--- config.mk ---
export PLATFORM = sky130hd
export DESIGN_NAME = tdc_ctrl_regs
export DESIGN_NICKNAME = d
export VERILOG_FILES = /design/src/rtl/tdc_regs_pkg.sv /design/src/rtl/tdc_reg_decode.sv /design/src/rtl/tdc_cfg_store.sv /design/src/rtl/tdc_l2_tracker.sv /design/src/rtl/tdc_read_mux.sv /design/src/rtl/tdc_ctrl_regs.sv
export SDC_FILE = /design/constraint.sdc
export NUM_CORES = 1
export LEC_CHECK = 0
export ABC_AREA = 1
export BUFFER_PORTS_ARGS = -buffer_cell sky130_fd_sc_hd__buf_2
export CORE_ASPECT_RATIO = 0.5
export CORE_MARGIN = 5
export CORE_UTILIZATION = 50
export CTS_CLUSTER_DIAMETER = 150
export DETAILED_ROUTE_END_ITERATION = 16
export PLACE_DENSITY = 0.8
export SLEW_MARGIN = 0
export SYNTH_ARGS = -nofsm -noshare
export SYNTH_HDL_FRONTEND = slang
export SYNTH_HIERARCHICAL = 1
export SYNTH_SLANG_ARGS = --single-unit
--- constraint.sdc ---
create_clock -name clk -period 2 [get_ports clk]
set_clock_uncertainty 0.1 [all_clocks]
set_input_delay 0.4 -clock clk [delete_from_list [all_inputs] [get_ports clk]]
set_output_delay 0.4 -clock clk [all_outputs]
set_load 0.01 [all_outputs]
--- src/rtl/tdc_regs_pkg.sv ---
// Package: word indices and field offsets shared by the register bank,
// its checker and its submodules. Assumes a 32-bit data bus.
package tdc_regs_pkg;
    localparam int ADDR_W      = 5;
    localparam int DATA_W      = 32;
    localparam int TIM_LEN_LSB = 16;

    localparam logic [ADDR_W-1:0] A_ID      = 'h00;
    localparam logic [ADDR_W-1:0] A_MASK_LO = 'h01;
    localparam logic [ADDR_W-1:0] A_TIMING  = 'h03;
    localparam logic [ADDR_W-1:0] A_HITS    = 'h04;
    localparam logic [ADDR_W-1:0] A_MODULE  = 'h05;
    localparam logic [ADDR_W-1:0] A_SWL2A   = 'h06;
    localparam logic [ADDR_W-1:0] A_STATUS  = 'h07;
    localparam logic [ADDR_W-1:0] A_L2MODE  = 'h08;
    localparam logic [ADDR_W-1:0] A_TDATA   = 'h09;
    localparam logic [ADDR_W-1:0] A_XFT     = 'h0A;
    localparam logic [ADDR_W-1:0] A_TEST    = 'h0B;
    localparam logic [ADDR_W-1:0] A_CLEAR   = 'h0C;
endpackage

--- src/rtl/tdc_reg_decode.sv ---
// Write decoder: turns a bus write into one strobe per register.
// Configuration strobes and the clear strobe are gated by test mode.
// The test-mode and software-L2A strobes are never gated.
// Assumes mask segment words sit at consecutive indices from A_MASK_LO.
module tdc_reg_decode
    import tdc_regs_pkg::*;
#(
    parameter int NSEG = 2
) (
    input  logic              wr_en,
    input  logic [ADDR_W-1:0] addr,
    input  logic              test_mode,
    output logic [NSEG-1:0]   seg_we,
    output logic              timing_we,
    output logic              hits_we,
    output logic              module_we,
    output logic              l2mode_we,
    output logic              tdata_we,
    output logic              xft_we,
    output logic              test_we,
    output logic              clear_stb,
    output logic              swl2a_stb
);
    logic gated;
    assign gated = wr_en && test_mode;

    // One gated strobe per wire-mask segment word.
    for (genvar g = 0; g < NSEG; g++) begin : g_seg
        assign seg_we[g] = gated && (addr == A_MASK_LO + ADDR_W'(g));
    end

    // Decode the remaining registers.
    always_comb begin
        timing_we = 1'b0;
        hits_we   = 1'b0;
        module_we = 1'b0;
        l2mode_we = 1'b0;
        tdata_we  = 1'b0;
        xft_we    = 1'b0;
        clear_stb = 1'b0;
        test_we   = wr_en && (addr == A_TEST);
        swl2a_stb = wr_en && (addr == A_SWL2A);
        if (gated) begin
            case (addr)
                A_TIMING: timing_we = 1'b1;
                A_HITS:   hits_we   = 1'b1;
                A_MODULE: module_we = 1'b1;
                A_L2MODE: l2mode_we = 1'b1;
                A_TDATA:  tdata_we  = 1'b1;
                A_XFT:    xft_we    = 1'b1;
                A_CLEAR:  clear_stb = 1'b1;
                default:  ;
            endcase
        end
    end
endmodule

--- src/rtl/tdc_cfg_store.sv ---
// Settings storage: the wire-mask segments, timing fields, hit limit,
// module ID, the three mode bits and the test-mode bit.
// The clear strobe (already gated) resets everything except test mode.
// Assumes the strobes are one-hot from the decoder.
module tdc_cfg_store
    import tdc_regs_pkg::*;
#(
    parameter int MASK_W = 48,
    parameter int NSEG   = 2,
    parameter int PIPE_W = 9,
    parameter int LEN_W  = 6,
    parameter int HIT_W  = 3,
    parameter int MID_W  = 9,
    localparam int SEG_W = MASK_W / NSEG
) (
    input  logic              clk,
    input  logic              rst_n,
    input  logic [DATA_W-1:0] wdata,
    input  logic [NSEG-1:0]   seg_we,
    input  logic              timing_we,
    input  logic              hits_we,
    input  logic              module_we,
    input  logic              l2mode_we,
    input  logic              tdata_we,
    input  logic              xft_we,
    input  logic              test_we,
    input  logic              clear_stb,
    output logic [MASK_W-1:0] mask,
    output logic [PIPE_W-1:0] pipe,
    output logic [LEN_W-1:0]  len,
    output logic [HIT_W-1:0]  hits,
    output logic [MID_W-1:0]  mid,
    output logic              l2_vme,
    output logic              tdata,
    output logic              xft_new,
    output logic              test_mode
);
    logic unused_wdata;
    assign unused_wdata = ^wdata;

    logic wipe;
    assign wipe = !rst_n || clear_stb;

    logic [SEG_W-1:0] seg_q [NSEG];

    for (genvar g = 0; g < NSEG; g++) begin : g_seg
        // Hold one wire-mask segment.
        always_ff @(posedge clk) begin
            if (wipe)           seg_q[g] <= '0;
            else if (seg_we[g]) seg_q[g] <= wdata[SEG_W-1:0];
        end
        assign mask[g*SEG_W +: SEG_W] = seg_q[g];
    end

    // Hold the pipeline depth and buffer length fields.
    always_ff @(posedge clk) begin
        if (wipe) begin
            pipe <= '0;
            len  <= '0;
        end else if (timing_we) begin
            pipe <= wdata[PIPE_W-1:0];
            len  <= wdata[TIM_LEN_LSB +: LEN_W];
        end
    end

    // Hold the hit limit and module ID.
    always_ff @(posedge clk) begin
        if (wipe) begin
            hits <= '0;
            mid  <= '0;
        end else begin
            if (hits_we)   hits <= wdata[HIT_W-1:0];
            if (module_we) mid  <= wdata[MID_W-1:0];
        end
    end

    // Hold the L2A-source, test-data and output-flavour mode bits.
    always_ff @(posedge clk) begin
        if (wipe) begin
            l2_vme  <= 1'b0;
            tdata   <= 1'b0;
            xft_new <= 1'b0;
        end else begin
            if (l2mode_we) l2_vme  <= wdata[0];
            if (tdata_we)  tdata   <= wdata[0];
            if (xft_we)    xft_new <= wdata[0];
        end
    end

    // Hold test mode; only reset and the test word change it.
    always_ff @(posedge clk) begin
        if (!rst_n)       test_mode <= 1'b0;
        else if (test_we) test_mode <= wdata[0];
    end
endmodule

--- src/rtl/tdc_l2_tracker.sv ---
// Level-2 tracker: picks the L2A source by mode, emits the accepted
// L2A as a one-cycle pulse and keeps a pending flag per buffer.
// An L1A and an L2A for one buffer in one cycle leave the flag set.
module tdc_l2_tracker #(
    parameter int NBUF  = 4,
    localparam int BUF_W = $clog2(NBUF)
) (
    input  logic             clk,
    input  logic             rst_n,
    input  logic             vme_mode,
    input  logic             sw_stb,
    input  logic [BUF_W-1:0] sw_buf,
    input  logic             daq_valid,
    input  logic [BUF_W-1:0] daq_buf,
    input  logic             l1a_valid,
    input  logic [BUF_W-1:0] l1a_buf,
    output logic             fire,
    output logic [BUF_W-1:0] fire_buf,
    output logic [NBUF-1:0]  pending
);
    logic             acc;
    logic [BUF_W-1:0] acc_buf;

    // Select the L2A source that the current mode honours.
    always_comb begin
        acc     = vme_mode ? sw_stb : daq_valid;
        acc_buf = vme_mode ? sw_buf : daq_buf;
    end

    // Register the accepted L2A as a pulse with its buffer number.
    always_ff @(posedge clk) begin
        if (!rst_n) begin
            fire     <= 1'b0;
            fire_buf <= '0;
        end else begin
            fire     <= acc;
            fire_buf <= acc ? acc_buf : '0;
        end
    end

    for (genvar b = 0; b < NBUF; b++) begin : g_buf
        // Set on L1A, clear on accepted L2A, L1A taking priority.
        always_ff @(posedge clk) begin
            if (!rst_n)
                pending[b] <= 1'b0;
            else if (l1a_valid && l1a_buf == BUF_W'(b))
                pending[b] <= 1'b1;
            else if (acc && acc_buf == BUF_W'(b))
                pending[b] <= 1'b0;
        end
    end
endmodule

--- src/rtl/tdc_read_mux.sv ---
// Readback: registers the addressed word one cycle after a read strobe
// and drives zero after an idle cycle. Write-only and unmapped words
// read as zero. Assumes SEG_W, PIPE_W and others fit in 32 bits.
module tdc_read_mux
    import tdc_regs_pkg::*;
#(
    parameter int          MASK_W    = 48,
    parameter int          NSEG      = 2,
    parameter int          PIPE_W    = 9,
    parameter int          LEN_W     = 6,
    parameter int          HIT_W     = 3,
    parameter int          MID_W     = 9,
    parameter int          NBUF      = 4,
    parameter logic [23:0] PROG_NAME = 24'h7DC0A2,
    parameter logic        CHIP_ID   = 1'b0,
    localparam int SEG_W = MASK_W / NSEG
) (
    input  logic              clk,
    input  logic              rst_n,
    input  logic              rd_en,
    input  logic [ADDR_W-1:0] addr,
    input  logic [MASK_W-1:0] mask,
    input  logic [PIPE_W-1:0] pipe,
    input  logic [LEN_W-1:0]  len,
    input  logic [HIT_W-1:0]  hits,
    input  logic [MID_W-1:0]  mid,
    input  logic [NBUF-1:0]   pending,
    output logic [DATA_W-1:0] rdata
);
    logic [DATA_W-1:0] val;

    // Assemble the addressed word from the live state.
    always_comb begin
        val = '0;
        case (addr)
            A_ID:     val = {PROG_NAME, 7'd0, CHIP_ID};
            A_TIMING: begin
                val[PIPE_W-1:0]            = pipe;
                val[TIM_LEN_LSB +: LEN_W]  = len;
            end
            A_HITS:   val[HIT_W-1:0] = hits;
            A_MODULE: val[MID_W-1:0] = mid;
            A_STATUS: val[NBUF-1:0]  = pending;
            default:  ;
        endcase
        for (int i = 0; i < NSEG; i++) begin
            if (addr == A_MASK_LO + ADDR_W'(i))
                val[SEG_W-1:0] = mask[i*SEG_W +: SEG_W];
        end
    end

    // Capture the word on a read, otherwise drive zero.
    always_ff @(posedge clk) begin
        if (!rst_n) rdata <= '0;
        else        rdata <= rd_en ? val : '0;
    end
endmodule

--- src/rtl/tdc_ctrl_regs.sv ---
// Top: gated control and status register bank for one TDC chip.
// Connects the write decoder, settings store, level-2 tracker and
// readback. Assumes a local word index and single-cycle bus strobes.
module tdc_ctrl_regs
    import tdc_regs_pkg::*;
#(
    parameter int          MASK_W    = 48,
    parameter int          NSEG      = 2,
    parameter int          PIPE_W    = 9,
    parameter int          LEN_W     = 6,
    parameter int          HIT_W     = 3,
    parameter int          MID_W     = 9,
    parameter int          NBUF      = 4,
    parameter logic [23:0] PROG_NAME = 24'h7DC0A2,
    parameter logic        CHIP_ID   = 1'b0,
    localparam int BUF_W = $clog2(NBUF)
) (
    input  logic              clk,
    input  logic              rst_n,
    input  logic              bus_wr,
    input  logic              bus_rd,
    input  logic [ADDR_W-1:0] bus_addr,
    input  logic [DATA_W-1:0] bus_wdata,
    output logic [DATA_W-1:0] bus_rdata,
    input  logic              l1a_valid,
    input  logic [BUF_W-1:0]  l1a_buf,
    input  logic              daq_l2a_valid,
    input  logic [BUF_W-1:0]  daq_l2a_buf,
    output logic              test_mode,
    output logic              vme_l2a_mode,
    output logic              test_data_sel,
    output logic              xft_new_style,
    output logic [MASK_W-1:0] wire_mask,
    output logic [PIPE_W-1:0] pipe_depth,
    output logic [LEN_W-1:0]  l2_len,
    output logic [HIT_W-1:0]  hit_limit,
    output logic [MID_W-1:0]  module_id,
    output logic              l2a_fire,
    output logic [BUF_W-1:0]  l2a_fire_buf,
    output logic [NBUF-1:0]   l2_pending
);
    logic [NSEG-1:0] seg_we;
    logic timing_we, hits_we, module_we, l2mode_we, tdata_we, xft_we;
    logic test_we, clear_stb, swl2a_stb;

    tdc_reg_decode #(.NSEG(NSEG)) u_dec (
        .wr_en(bus_wr), .addr(bus_addr), .test_mode(test_mode),
        .seg_we(seg_we), .timing_we(timing_we), .hits_we(hits_we),
        .module_we(module_we), .l2mode_we(l2mode_we), .tdata_we(tdata_we),
        .xft_we(xft_we), .test_we(test_we), .clear_stb(clear_stb),
        .swl2a_stb(swl2a_stb)
    );

    tdc_cfg_store #(
        .MASK_W(MASK_W), .NSEG(NSEG), .PIPE_W(PIPE_W), .LEN_W(LEN_W),
        .HIT_W(HIT_W), .MID_W(MID_W)
    ) u_cfg (
        .clk(clk), .rst_n(rst_n), .wdata(bus_wdata),
        .seg_we(seg_we), .timing_we(timing_we), .hits_we(hits_we),
        .module_we(module_we), .l2mode_we(l2mode_we), .tdata_we(tdata_we),
        .xft_we(xft_we), .test_we(test_we), .clear_stb(clear_stb),
        .mask(wire_mask), .pipe(pipe_depth), .len(l2_len),
        .hits(hit_limit), .mid(module_id), .l2_vme(vme_l2a_mode),
        .tdata(test_data_sel), .xft_new(xft_new_style), .test_mode(test_mode)
    );

    tdc_l2_tracker #(.NBUF(NBUF)) u_l2 (
        .clk(clk), .rst_n(rst_n), .vme_mode(vme_l2a_mode),
        .sw_stb(swl2a_stb), .sw_buf(bus_wdata[BUF_W-1:0]),
        .daq_valid(daq_l2a_valid), .daq_buf(daq_l2a_buf),
        .l1a_valid(l1a_valid), .l1a_buf(l1a_buf),
        .fire(l2a_fire), .fire_buf(l2a_fire_buf), .pending(l2_pending)
    );

    tdc_read_mux #(
        .MASK_W(MASK_W), .NSEG(NSEG), .PIPE_W(PIPE_W), .LEN_W(LEN_W),
        .HIT_W(HIT_W), .MID_W(MID_W), .NBUF(NBUF),
        .PROG_NAME(PROG_NAME), .CHIP_ID(CHIP_ID)
    ) u_rd (
        .clk(clk), .rst_n(rst_n), .rd_en(bus_rd), .addr(bus_addr),
        .mask(wire_mask), .pipe(pipe_depth), .len(l2_len),
        .hits(hit_limit), .mid(module_id), .pending(l2_pending),
        .rdata(bus_rdata)
    );
endmodule

==> impl_metrics.env <==
export IMPL_nets=780
export IMPL_fin_crit_ns=1.75
export IMPL_seq_area_frac_synth_pct=57.0
export IMPL_fillers=758
export IMPL_cts_tree="yes"
export IMPL_rsz0062_at_grt="false"
export IMPL_clkSlewWorstSetupHoldPaths_ns=0.07
export IMPL_worstPathRequired_ns=1.87
export IMPL_diodes=0
export IMPL_grt_remaining_overflow=0
export IMPL_max_vdd_ir_drop_uv=450
export IMPL_dpl_cell_area_um2=5740
export IMPL_drv_slew=0
export IMPL_avgSynthCellArea_um2=8.42
export IMPL_multi_input_area_um2=1620
export IMPL_status="completed"
export IMPL_maxCapViolations=0
export IMPL_drc=0
export IMPL_design_area_um2=6050
export IMPL_final_hold_viol_count=0
export IMPL_clk_latency_ns=0.34
export IMPL_hold_class="in2reg"
export IMPL_post_route_cells_drive_above_1_share_pct=30.8
export IMPL_synth_edf_count=48
export IMPL_min_to="u_cfg/len[2]"
export IMPL_p_per_area_nw_per_um2=756
export IMPL_yosysWarnings=6
export IMPL_hold_depth=3
export IMPL_synth_cell_area_um2=4740
export IMPL_die_h_um=78.9
export IMPL_gp_congestion=0.898
export IMPL_cts_resized=0
export IMPL_core_area_um2=9350
export IMPL_finalCoreUtilization_pct=64.7
export IMPL_detail_route_vias_per_cell=5.00
export IMPL_fmax_ghz=0.571
export IMPL_grt_pass1_wl_um=20900
export IMPL_synthFlopType="dfxtp_1"
export IMPL_cp_arrival_ns=1.62
export IMPL_port_buffers=154
export IMPL_cts_setup_buffers=0
export IMPL_min_delay_start="bus_wdata[18]"
export IMPL_max_clock_path_buffers=2
export IMPL_cts_made_buffers=9
export IMPL_rrSetupSlack_ns=0.25
export IMPL_synth_cell_type_count=28
export IMPL_postRouteAntennaNets=0
export IMPL_start_util_pct=50.7
export IMPL_antenna_found_initial=0
export IMPL_area_growth_pct=27.6
export IMPL_dr_pass1_iters=5
export IMPL_routed_wirelength_um=13000
export IMPL_grt_max_degree=25
export IMPL_cts_sinks=111
export IMPL_final_period_utilization_pct=87.6
export IMPL_worstSetupStartpointType="register"
export IMPL_timing_rr_end="u_cfg/seg_q[0][2]"
export IMPL_num_rows=25
export IMPL_drtIter0Drc=370
export IMPL_wl_per_cell_um=15.1
export IMPL_p_leak_uw=0.00292
export IMPL_async_flop_share_pct=0
export IMPL_vias=4293
export IMPL_dp_hpwl_um=9570
export IMPL_regToRegStartpoint="u_cfg/test_mode"
export IMPL_clockRootBuffer="clkbuf_16"
export IMPL_io_pins=165
export IMPL_relSlewSlack_pct=54.0
export IMPL_synth_top_area_share_pct=30.4
export IMPL_ff2ff_path_depth=5
export IMPL_final_common_cell="buf_2"
export IMPL_holdBufCountCts=0
export IMPL_crit_fanout=24
export IMPL_h_tree_depth=3
export IMPL_grt_usage_pct=22.5
export IMPL_critPathKind="reg2reg"
export IMPL_yosysTopAreaCell="edfxtp_1"
export IMPL_end_kind="register"
export IMPL_netlist_top_cells_area="edfxtp_1 30%, dfxtp_1 27%, nand2_1 12%, nor2_1 6.7%, a21oi_1 4.9%"
export IMPL_ys_seq_elements=111
export IMPL_netlist_instances=563
export IMPL_die_area_um2=11600
export IMPL_grt_pass1_vias=4144
export IMPL_worstMarginPinSlew_ns=0.691
export IMPL_setup_viol=0
export IMPL_layout_common_cells="154 x buf_2, 151 x nand2_1, 84 x nor2_1"
export IMPL_chipWidth_um=148
export IMPL_register_area_um2=2700
-- synth_stat cells (2+ instances only) --
master,number
nor3_1,3
buf_6,2
nor2_4,5
buf_4,11
clkbuf_1,2
nor2_1,84
nand2_2,7
or2_2,2
nor2_2,2
nand3_1,36
dfxtp_1,63
inv_1,55
nand2_1,151
edfxtp_1,48
buf_2,10
a21oi_1,46
o21ai_0,14
nand4_1,6
inv_2,7
-- registers in the layout, summed over array words and instances (netlist names) --
signal,flops
u_cfg/test_mode,1
u_l2/pending,4
u_cfg/l2_vme,1
u_cfg/xft_new,1
u_l2/fire_buf,2
u_rd/rdata,25
u_cfg/len,6
u_l2/fire,1
u_cfg/seg_q,48
u_cfg/tdata,1
u_cfg/pipe,9
u_cfg/hits,3
u_cfg/mid,9
-- how the worst max path moves through the flow --
stage	end	startpoint	cells after the start
after floorplan	u_cfg/seg_q[0][0]	bus_wr	7
after global placement	u_cfg/seg_q[0][14]	bus_addr[0]	7
after detailed placement	u_cfg/seg_q[0][14]	bus_addr[0]	7
after CTS	u_cfg/seg_q[0][0]	u_cfg/test_mode	5
after global routing	u_cfg/seg_q[0][1]	u_cfg/test_mode	5
final	u_cfg/seg_q[0][2]	u_cfg/test_mode	5
-- critical path, stage by stage (launching register included) --
cell     delay (ns)
dfxtp_1        0.36
nand3_1        0.08
nor2_1         0.10
inv_1          0.05
nand2_1        0.11
or2_2          0.59
-- power by group --
group          switching, uW  internal, uW
registers               23.7          2400
clock network            779          1040
logic                    211           113
-- cells by family (layout without fill, tap and decap cells) --
family | after synthesis | after routing | synth area share, %
buffers and inverters | 90 | 264 | 8.95
other | 1 | 2 | 0.0791
AO/OA/AOI/OAI | 60 | 60 | 6.33
AND/OR/NAND/NOR | 301 | 301 | 27.6
flip-flops | 111 | 111 | 57.0
-- metrics by stage --
step | hold slack, ns | setup slack (ns) | TNS [ns] | instances | power (uW)
final | 0.217 | 0.248 | 0 | 859 | 4570
after global routing | 0.213 | 0.104 | 0 | 859 | 4750
after CTS | 0.205 | 0.241 | 0 | 859 | 4600
after detailed placement | 0.355 | -0.0687 | -2.39 | 843 | 2800
after global placement | 0.345 | -0.0223 | -0.490 | 843 | 2790
after floorplan | 0.383 | 0.332 | 0 | 564 | 2630
-- routing by layer --
| layer | track usage, % | part of all wire (%) |
|---|---|---|
| met5 | 0 | 0 |
| met4 | 5.30 | 1.1 |
| met3 | 6.50 | 10 |
| met2 | 37.8 | 49 |
| met1 | 29.0 | 40 |
-- final cells by class --
cell class	count	share of cell area, %
Sequential cell	111	44.7
Multi-Input combinational cell	363	26.8
Timing Repair Buffer	185	17.0
Clock buffer	12	4.24
Inverter	63	3.91
Tap cell	121	2.50
Clock inverter	4	0.890
Note: power is estimated with default switching activity, not from simulation.
